## src/rtl/tamper_pkg.sv

```systemverilog
package tamper_pkg;
  localparam int DATA_W     = 32;
  localparam int BANK_DEPTH = 24;
  localparam int IDX_W      = $clog2(BANK_DEPTH);
  localparam int ADDR_W     = 6;
  localparam int NUM_IN     = 2;
  localparam int CTRL_W     = 2 + 3 * NUM_IN;

  // control bit positions
  localparam int BIT_IRQEN  = 0;
  localparam int BIT_WIPEEN = 1;
  localparam int BIT_DETEN  = 2;
  localparam int BIT_DBEN   = 2 + NUM_IN;
  localparam int BIT_LEVEL  = 2 + 2 * NUM_IN;

  localparam logic [ADDR_W-1:0] ADDR_CTRL  = ADDR_W'(0);
  localparam logic [ADDR_W-1:0] ADDR_STAT  = ADDR_W'(1);
  localparam logic [ADDR_W-1:0] ADDR_BKCTL = ADDR_W'(2);
  localparam logic [ADDR_W-1:0] ADDR_BANK0 = ADDR_W'(8);

  typedef struct packed {
    logic              wrStb;
    logic [IDX_W-1:0]  wrIdx;
    logic [DATA_W-1:0] wrData;
    logic              clrStb;
    logic [IDX_W-1:0]  clrIdx;
  } bank_cmd_t;
endpackage

```

## src/rtl/tamper_detect.sv

```systemverilog
module tamper_detect #(
  parameter int DB_LEN = 4
) (
  input  logic clk,
  input  logic rstN,
  input  logic pinAsync,
  input  logic activeLevel,
  input  logic dbEn,
  output logic qualified
);
  localparam int CW = $clog2(DB_LEN) + 1;
  localparam logic [CW-1:0] RUN_MAX = CW'(DB_LEN - 1);

  logic [1:0]    syncQ;
  logic [CW-1:0] runCnt;
  logic          active;

  assign active = (syncQ[1] == activeLevel);

  always_ff @(posedge clk or negedge rstN) begin
    if (!rstN) begin
      syncQ  <= '0;
      runCnt <= '0;
    end else begin
      syncQ <= {syncQ[0], pinAsync};
      if (!active)              runCnt <= '0;
      else if (runCnt < RUN_MAX) runCnt <= runCnt + 1'b1;
    end
  end

  assign qualified = active && (!dbEn || runCnt == RUN_MAX);
endmodule

```

## src/rtl/tamper_ctrl.sv

```systemverilog
module tamper_ctrl
  import tamper_pkg::*;
#(
  parameter int DB_LEN     = 4,
  parameter int SETTLE_CYC = 3
) (
  input  logic               clk,
  input  logic               rstN,
  input  logic [NUM_IN-1:0]  tampPin,
  input  logic               regWr,
  input  logic [ADDR_W-1:0]  regAddr,
  input  logic [DATA_W-1:0]  regWdata,
  input  logic [DATA_W-1:0]  bankRdData,
  output bank_cmd_t          bankCmd,
  output logic [IDX_W-1:0]   bankRdIdx,
  output logic [DATA_W-1:0]  regRdata,
  output logic               irq
);
  localparam int SW = $clog2(SETTLE_CYC + 1);
  localparam logic [IDX_W-1:0] LAST_IDX = IDX_W'(BANK_DEPTH - 1);
  localparam logic [ADDR_W-1:0] ADDR_BANK_END = ADDR_W'(int'(ADDR_BANK0) + BANK_DEPTH);

  logic [CTRL_W-1:0] ctrlReg;
  logic [NUM_IN-1:0] status, qual, hitEn, clrMask;
  logic              accessEn, eraseBusy, bankOk, newEvent, ready;
  logic [IDX_W-1:0]  eraseIdx, bankIdx;
  logic [SW-1:0]     settleCnt;
  logic              isCtrl, isStat, isBkCtl, isBank;

  assign isCtrl  = (regAddr == ADDR_CTRL);
  assign isStat  = (regAddr == ADDR_STAT);
  assign isBkCtl = (regAddr == ADDR_BKCTL);
  assign isBank  = (regAddr >= ADDR_BANK0) && (regAddr < ADDR_BANK_END);
  assign bankIdx = IDX_W'(regAddr - ADDR_BANK0);

  for (genvar g = 0; g < NUM_IN; g++) begin : g_in
    tamper_detect #(.DB_LEN(DB_LEN)) detect_i (
      .clk        (clk),
      .rstN       (rstN),
      .pinAsync   (tampPin[g]),
      .activeLevel(ctrlReg[BIT_LEVEL + g]),
      .dbEn       (ctrlReg[BIT_DBEN + g]),
      .qualified  (qual[g])
    );
    assign hitEn[g] = qual[g] & ctrlReg[BIT_DETEN + g];
  end

  assign clrMask  = (regWr && isStat) ? regWdata[NUM_IN-1:0] : '0;
  assign newEvent = |(hitEn & ~status);
  assign bankOk   = accessEn & ~eraseBusy;
  assign ready    = (settleCnt == '0) && !eraseBusy;

  always_ff @(posedge clk or negedge rstN) begin
    if (!rstN) begin
      ctrlReg   <= '0;
      status    <= '0;
      accessEn  <= 1'b0;
      eraseBusy <= 1'b0;
      eraseIdx  <= '0;
      settleCnt <= '0;
    end else begin
      if (regWr && isCtrl)  ctrlReg  <= regWdata[CTRL_W-1:0];
      if (regWr && isBkCtl) accessEn <= regWdata[0];
      status <= (status & ~clrMask) | hitEn;

      if (newEvent && ctrlReg[BIT_WIPEEN] && !eraseBusy) begin
        eraseBusy <= 1'b1;
        eraseIdx  <= '0;
      end else if (eraseBusy) begin
        if (eraseIdx == LAST_IDX) eraseBusy <= 1'b0;
        eraseIdx <= eraseIdx + 1'b1;
      end

      if (regWr && (isBkCtl || (isBank && bankOk))) settleCnt <= SW'(SETTLE_CYC);
      else if (settleCnt != '0)                     settleCnt <= settleCnt - 1'b1;
    end
  end

  always_comb begin
    bankCmd.wrStb  = regWr && isBank && bankOk;
    bankCmd.wrIdx  = bankIdx;
    bankCmd.wrData = regWdata;
    bankCmd.clrStb = eraseBusy;
    bankCmd.clrIdx = eraseIdx;
  end

  assign bankRdIdx = bankIdx;

  always_comb begin
    regRdata = '0;
    if (isCtrl)      regRdata = DATA_W'(ctrlReg);
    else if (isStat) regRdata = DATA_W'(status);
    else if (isBkCtl) regRdata = DATA_W'({ready, accessEn});
    else if (isBank && bankOk) regRdata = bankRdData;
  end

  assign irq = ctrlReg[BIT_IRQEN] & (|status);
endmodule

```

## src/rtl/tamper_bank.sv

```systemverilog
module tamper_bank
  import tamper_pkg::*;
(
  input  logic              clk,
  input  logic              rstN,
  input  bank_cmd_t         bankCmd,
  input  logic [IDX_W-1:0]  rdIdx,
  output logic [DATA_W-1:0] rdData
);
  logic [DATA_W-1:0] mem [BANK_DEPTH];

  always_ff @(posedge clk or negedge rstN) begin
    if (!rstN) begin
      for (int i = 0; i < BANK_DEPTH; i++) mem[i] <= '0;
    end else if (bankCmd.clrStb) begin
      mem[bankCmd.clrIdx] <= '0;
    end else if (bankCmd.wrStb) begin
      mem[bankCmd.wrIdx] <= bankCmd.wrData;
    end
  end

  assign rdData = (int'(rdIdx) < BANK_DEPTH) ? mem[rdIdx] : '0;
endmodule

```

## src/rtl/tamper_guard.sv

```systemverilog
module tamper_guard
  import tamper_pkg::*;
#(
  parameter int DB_LEN     = 4,
  parameter int SETTLE_CYC = 3
) (
  input  logic              clk,
  input  logic              rstN,
  input  logic [1:0]        tampPin,
  input  logic              regWr,
  input  logic [5:0]        regAddr,
  input  logic [31:0]       regWdata,
  output logic [31:0]       regRdata,
  output logic              irq
);
  bank_cmd_t         bankCmd;
  logic [IDX_W-1:0]  bankRdIdx;
  logic [DATA_W-1:0] bankRdData;

  tamper_ctrl #(.DB_LEN(DB_LEN), .SETTLE_CYC(SETTLE_CYC)) ctrl_i (
    .clk       (clk),
    .rstN      (rstN),
    .tampPin   (tampPin),
    .regWr     (regWr),
    .regAddr   (regAddr),
    .regWdata  (regWdata),
    .bankRdData(bankRdData),
    .bankCmd   (bankCmd),
    .bankRdIdx (bankRdIdx),
    .regRdata  (regRdata),
    .irq       (irq)
  );

  tamper_bank bank_i (
    .clk    (clk),
    .rstN   (rstN),
    .bankCmd(bankCmd),
    .rdIdx  (bankRdIdx),
    .rdData (bankRdData)
  );
endmodule

```

## config.mk

```make
export PLATFORM = sky130hd
export DESIGN_NAME = tamper_guard
export DESIGN_NICKNAME = d
export VERILOG_FILES = /design/src/rtl/tamper_pkg.sv /design/src/rtl/tamper_detect.sv /design/src/rtl/tamper_ctrl.sv /design/src/rtl/tamper_bank.sv /design/src/rtl/tamper_guard.sv
export SDC_FILE = /design/constraint.sdc
export NUM_CORES = 1
export LEC_CHECK = 0
export BUFFER_PORTS_ARGS = -buffer_cell sky130_fd_sc_hd__buf_4
export CORE_AREA = 4 4 255 319
export CTS_BUF_LIST = sky130_fd_sc_hd__clkbuf_8
export CTS_CLUSTER_SIZE = 8
export DETAILED_ROUTE_END_ITERATION = 10
export DIE_AREA = 0 0 259 323
export SYNTH_ARGS = -nofsm -noshare
export SYNTH_HDL_FRONTEND = slang
export SYNTH_SLANG_ARGS = --single-unit
```

## constraint.sdc

```tcl
create_clock -name clk -period 5.8 [get_ports clk]
set_clock_uncertainty 0.05 [all_clocks]
set_input_delay 1.16 -clock clk [delete_from_list [all_inputs] [get_ports clk]]
set_output_delay 1.16 -clock clk [all_outputs]
set_load 0.01 [all_outputs]
```

# Word-level counts from Yosys, hierarchy flattened
# Cells that the tools add are included.
totals:
  input_bits: 43
  reg_bits: 797
classes:
  muxes: 27
  n_eq_ne: 9
  addsub: 5
  bitwise_logic: 14
  n_reduce_logical: 29
  magnitude_cmp: 9
op_table:
  columns: ["operator", "n"]
  rows:
  - ["$mux W768", 2]
  - ["$and A768 B768 Y768", 1]
  - ["$bwmux W768", 1]
  - ["$not A768 Y768", 1]
  - ["$demux W32 S5", 2]
  - ["$mux W32", 9]
  - ["$bmux W32 S5", 1]
  - ["$logic_and A1 B1 Y1", 15]
  - ["$ge A6 B6 Y1 const B", 2]
  - ["$lt A6 B1 Y1 const B", 2]
  - ["$mux W3", 4]
  - ["$not A5 Y6", 2]
  - ["$mux W5", 2]
  - ["$reduce_bool A2 Y1", 4]
  - ["$add A3 B1 Y3 const B", 2]
  - ["$eq A3 B2 Y1 const B", 2]
  - ["$eq A6 B1 Y1 const B", 1]
  - ["$eq A6 B2 Y1 const B", 1]
  - ["$ge A6 B4 Y1 const B", 1]
  - ["$logic_not A6 Y1", 1]
  - ["$lt A3 B2 Y1 const B", 2]
  - ["$lt A6 B6 Y1 const B", 1]
  - ["$mux W2", 3]
  - ["$add A5 B1 Y5 const B", 1]
  - ["other kinds (16)", 30]

# Depth between registers and ports, before layout
logic_depth:
  word_depth: 10
  ltp_mapped: 10
  mapped_depth_nobuf: 7

# Hierarchy
# Synthesis repeated with hierarchy kept, for this count alone.
hier_totals:
  hier_cells: 2556
  hier_area_um2: 35152.5
modules_own_cells:
  columns: ["module", "cells_per_inst", "area_each_um2", "n_inst", "seq_area_each_um2"]
  rows:
  - ["tamper_bank", 2348, 33174.3, 1, 19218.4]
  - ["tamper_ctrl", 170, 1517.7, 1, 475.5]
  - ["tamper_detect", 19, 230.2, 2, 125.1]

# Least setup slack after synthesis
# OpenSTA, ideal clock, no wires.
synth_path:
  path_type: "input to output"
  startpoint: "input regAddr[3]"
  endpoint: "output regRdata[0]"
  required_time_ns: 4.590
  setup_slack_ns: 1.086
  path_stages: 9
  arrival_time_ns: 3.504
  cell_sequence: "buf_2 -> clkinv_1 -> clkbuf_1 -> clkbuf_1 -> ha_1 -> nor2_1 -> nand4_2 -> buf_2 -> o221ai_1"
synth_between:
  elab_chain_cells: 10
  elab_cells_between_ends: 18
synth_rtl:
  columns: ["item", "line_no", "source"]
  rows:
  - ["start: declaration", "tamper_guard.sv:11", "input logic [5:0] regAddr,"]
  - ["$sub A5 B4 Y5", "tamper_ctrl.sv:34", "assign bankIdx = IDX_W'(regAddr - ADDR_BANK0);"]
  - ["$not A5 Y6 (not written as such)", "tamper_bank.sv:22", "assign rdData = (int'(rdIdx) < BANK_DEPTH) ? mem[rdIdx] : '0;"]
  - ["$bmux W32 S5", "tamper_bank.sv:22", null]
  - ["$mux W32 (not written as such) (2 in a row)", "tamper_bank.sv:22", null]
  - ["$mux W32", "tamper_bank.sv:22", null]
  - ["$mux W32", "tamper_ctrl.sv:94", "else if (isBank && bankOk) regRdata = bankRdData;"]
  - ["$mux W32", "tamper_ctrl.sv:93", "else if (isBkCtl) regRdata = DATA_W'({ready, accessEn});"]
  - ["$mux W32", "tamper_ctrl.sv:92", "else if (isStat) regRdata = DATA_W'(status);"]
  - ["$mux W32 (*)", "tamper_ctrl.sv:91", "if (isCtrl) regRdata = DATA_W'(ctrlReg);"]
  - ["end: declaration", "tamper_guard.sv:13", "output logic [31:0] regRdata,"]
# Mark *: on every way between the ends. The rest lies on a longest branch, timed or not. The select of a mux whose other input is x is not followed.

# Worst setup path in the final report
layout_path:
  startpoint: "input regAddr[2]"
  endpoint: "output regRdata[18]"
# Same word-level chain as after synthesis.

==> results.md <==
- The flow ran to the end, and the final reports show no timing, DRC or antenna violations.
- The overall die area is 0.0837 mm^2.
- The sum of overflow across all layers after global routing is 0.
- Across the VDD grid, the largest voltage drop is 0.162 mV.
- The placed wire-length estimate is 63,900 um.
- The peak per-stage delay on the critical path is 0.78 ns.
- The total number of placement rows is 115.
- Setup repair after global routing left no endpoint under its margin.
- The CTS tree is built.
- For the worst setup path, the data arrival time is 3.98 ns.
- The global router's overall resource usage is 28.2%.
- The total CTS buffers is 132.
- The number of antenna violations at the first check in global routing is 1.
- Of the synthesized area, sequential elements account for 57.0%.
- The largest net degree at the start of global routing is 136.
- The final weighted congestion of routability-driven global placement is 0.822.
- The register-to-register setup slack is 2.78 ns.
- The worst setup path is launched from an input port.
- Counting every instance in the synthesized netlist gives 2,487.
- The number of different library cells used by synthesis comes to 53.
- The number of enable-type register cells in the synthesized netlist is 0.
- The share of post-route cells with drive strength above 1 is 23.0%.
- The adder and majority gate portion of the synthesized area is 0.465%.
- The root buffer selected by CTS is clkbuf_8.
- The worst setup path is captured at an output pin.
- At the later pin of the worst-skew pair, clock insertion delay measures 0.78 ns.
- The static power due to leakage is 18.6 nW.
- The port buffer count is 75.
- The most used flip-flop cell after synthesis is dfrtp_1.
- The detailed router's first-iteration violation count is 2,568.
- The number of top-level pins is 76.
- The number of sinks on the clock net is 797.
- At the placement stage, the worst setup path has a slack of 0.693 ns.
- Compared with the post-synthesis result, the final layout area differs by 12.6%.
- The final period demand of the worst path is 5.19 ns.
- The count of nets left with antenna violations once routing finished came out at 0.
- The power density over the cells is 294 mW/mm^2.
- Together, buffers and inverters on the worst path number 3.
- The critical path goes through buf_4, nor4_1, a21oi_1, nand4_1, nor2_4, buf_4, a21o_1, buf_4.
- The dominant combinational cell family by area after synthesis is compound AO/OA/AOI/OAI gates.
- The sequential cell area in the final layout is 0.0199 mm^2.
- For the worst setup path, the data required time is 4.59 ns.
- The number of failing hold endpoints at the final stage is 0.
- Summing the areas of all compound-gate instances in the mapped netlist gives 22.1% of the synthesized area.
- In this run the tightest slew margin relative to its limit is 5.13%.
- The yosys synthesis warning count is 0.
- The synthesized area divided by synthesized cell count is 14.1 um^2.
- The global-route wire length before repair is 177,000 um.
- The final non-filler cell total is 3,632.
- The count of final setup violators is 0.
- In this run the post-CTS setup repair buffer count came out at 0.
- The die extent in y is 323 um.
- For this configuration, the core starts out at a cell density of 44.7%.
- The area of all placed cells without fillers is 0.0394 mm^2.
- The xor-xnor portion of the synthesized cell area is 0.150%.
- The worst path setup slack after routing is 0.607 ns.
- The worst hold-check path type is flip-flop to flip-flop.
- The most common cell after layout, fill and taps aside is dfrtp_1.
- Of the total synthesized cell area, the portion taken by AND, OR, NAND and NOR gates is 2.72%.
- Among cell families on the critical path, the largest total delay comes from simple AND/OR/NAND/NOR gates.
- The core area is 0.0784 mm^2.
- Clock-pin slew was measured on the worst setup and hold paths at 0.06 ns.
- The total placed cells including tap cells is 3,407.
- Counting flops with an async set or reset pin after synthesis yields a share of 100%.
- The post-cts resize count is 0.
- Derived from the worst setup path, the maximum achievable clock frequency is 193 MHz.
- Adding up every negative setup slack in the final design gives 0 ns.
- After detailed routing, the number of remaining DRC violations is 0.
- The number of nets handed over by synthesis was 2,543.
- The width of the die is 259 um.
- The classification of the worst setup path is input port to output pin.
- The number of hold buffers added after CTS is 0.
- The number of max-slew violations in the final report is 0.
- The number of H-tree branching levels is 4.
- Once placement finished, the instance area stood at 0.0368 mm^2.
- The layout net count is 2,544.
- The cell with the largest stage delay on the worst path is nor2_4.
- Of all nets on the critical path, the largest fanout is 31.
- The ratio of routed vias to standard cells is 6.83.
- The average detailed-routed wire length per instance is 32.4 um.
- After layout, the worst path uses 89.5% of the clock period.
- Synthesis inferred 797 register bits.
- Fill cells in the final layout number 6,617.
- In the layout the commonest cells are 797 x dfrtp_1, 778 x a22o_1, 171 x clkbuf_8.
- The mux contribution to synthesized area is 14.0%.
- The tool flagged a number of max-cap violations equal to 0.
- The total wirelength of the detailed-routed design is 118,000 um.
- The via count of the first global-routing pass is 26,400.
- The routed layout has 24,800 vias.
- For the pin with the worst max-slew slack, the measured transition is 1.42 ns.
- The maximum clock path buffer count is 3.
- The synthesized cell area is 0.0350 mm^2.
- Before antenna repair, the detailed router went through 6 iterations.
- The library cell appearing most often on the critical path is buf_4.
- The multi-input gate area in the final layout is 0.0142 mm^2.
-- report_power, final --
group | total [W] | switching (W) | internal, W
registers | 0.00582 | 0.000107 | 0.00572
logic | 0.000837 | 0.000513 | 0.000323
clock network | 0.00495 | 0.00233 | 0.00262
-- area by class of cell --
type	count	area share (%)
Multi-Input combinational cell	1385	35.9
Timing Repair Buffer	162	3.49
Clock inverter	54	0.644
Antenna cell	1	0.00635
Tap cell	1053	3.34
Clock buffer	170	5.93
Inverter	10	0.0952
Sequential cell	797	50.6
-- logic make-up after synthesis --
family          Yosys count
buf+inv                 305
xor+xnor                  6
compound gates          913
flops                   797
simple gates            179
fa+ha+maj                13
mux                     274
-- metrics by stage --
| stage | total power (W) | utilization (%) | hold WS, ns |
|---|---|---|---|
| 6_report | 0.0116 | 50.3 | 0.304 |
| 3_3_place_gp | 0.00671 | 47.0 | 0.287 |
| 2_1_floorplan | 0.00640 | - | 0.281 |
| 4_1_cts | 0.0117 | 50.3 | 0.297 |
| 3_5_place_dp | 0.00676 | 47.0 | 0.300 |
| 5_1_grt | 0.0120 | 50.3 | 0.297 |
-- path summary, 6_finish.rpt --
check	startpoint	to	cells after the start
max in group asynchronous	rstN	bank_i.mem[745]	2
worst max register to register	ctrl_i.eraseBusy	bank_i.mem[758]	7
worst min register to register	ctrl_i.g_in[0].detect_i.syncQ[0]	ctrl_i.g_in[0].detect_i.syncQ[1]	0
worst min-delay path	ctrl_i.g_in[0].detect_i.syncQ[0]	ctrl_i.g_in[0].detect_i.syncQ[1]	0
min in group asynchronous	rstN	bank_i.mem[598]	1
worst max-delay path	regAddr[2]	regRdata[18]	8
-- synthesized netlist by cell type (13+ instances only) --
cell type  count  area share, %
ha_1          13           0.46
nand2_1       84           0.90
a22o_1       778             19
o22ai_1       20           0.36
clkbuf_1     176            1.9
buf_1         14           0.15
mux2_2        13           0.42
a21oi_1       28           0.40
nor2_2        17           0.30
a22oi_1       31           0.66
a21o_1        19           0.41
nor2_1        23           0.25
mux2i_1       91            2.6
dfrtp_1      797             57
buf_2         95            1.4
mux4_2       170             11
-- layer usage --
metal  vias to the layer above  routed length, um  global-route usage (%)
met2                      1459              55600                    44.9
met5                         -                  0                       0
li1                       9763                  -                       -
met1                     13300              46800                    37.5
met3                       315              10500                    7.02
met4                         0               4760                    11.6
-- sequential cells by signal, summed over array words and instances, names as in the netlist --
| register | count |
|---|---|
| ctrl_i.g_in.detect_i.runCnt | 6 |
| ctrl_i.eraseIdx | 5 |
| ctrl_i.settleCnt | 2 |
| ctrl_i.ctrlReg | 8 |
| ctrl_i.eraseBusy | 1 |
| ctrl_i.status | 2 |
| bank_i.mem | 768 |
| ctrl_i.accessEn | 1 |
| ctrl_i.g_in.detect_i.syncQ | 4 |
Note: power is estimated with default switching activity, not from simulation.
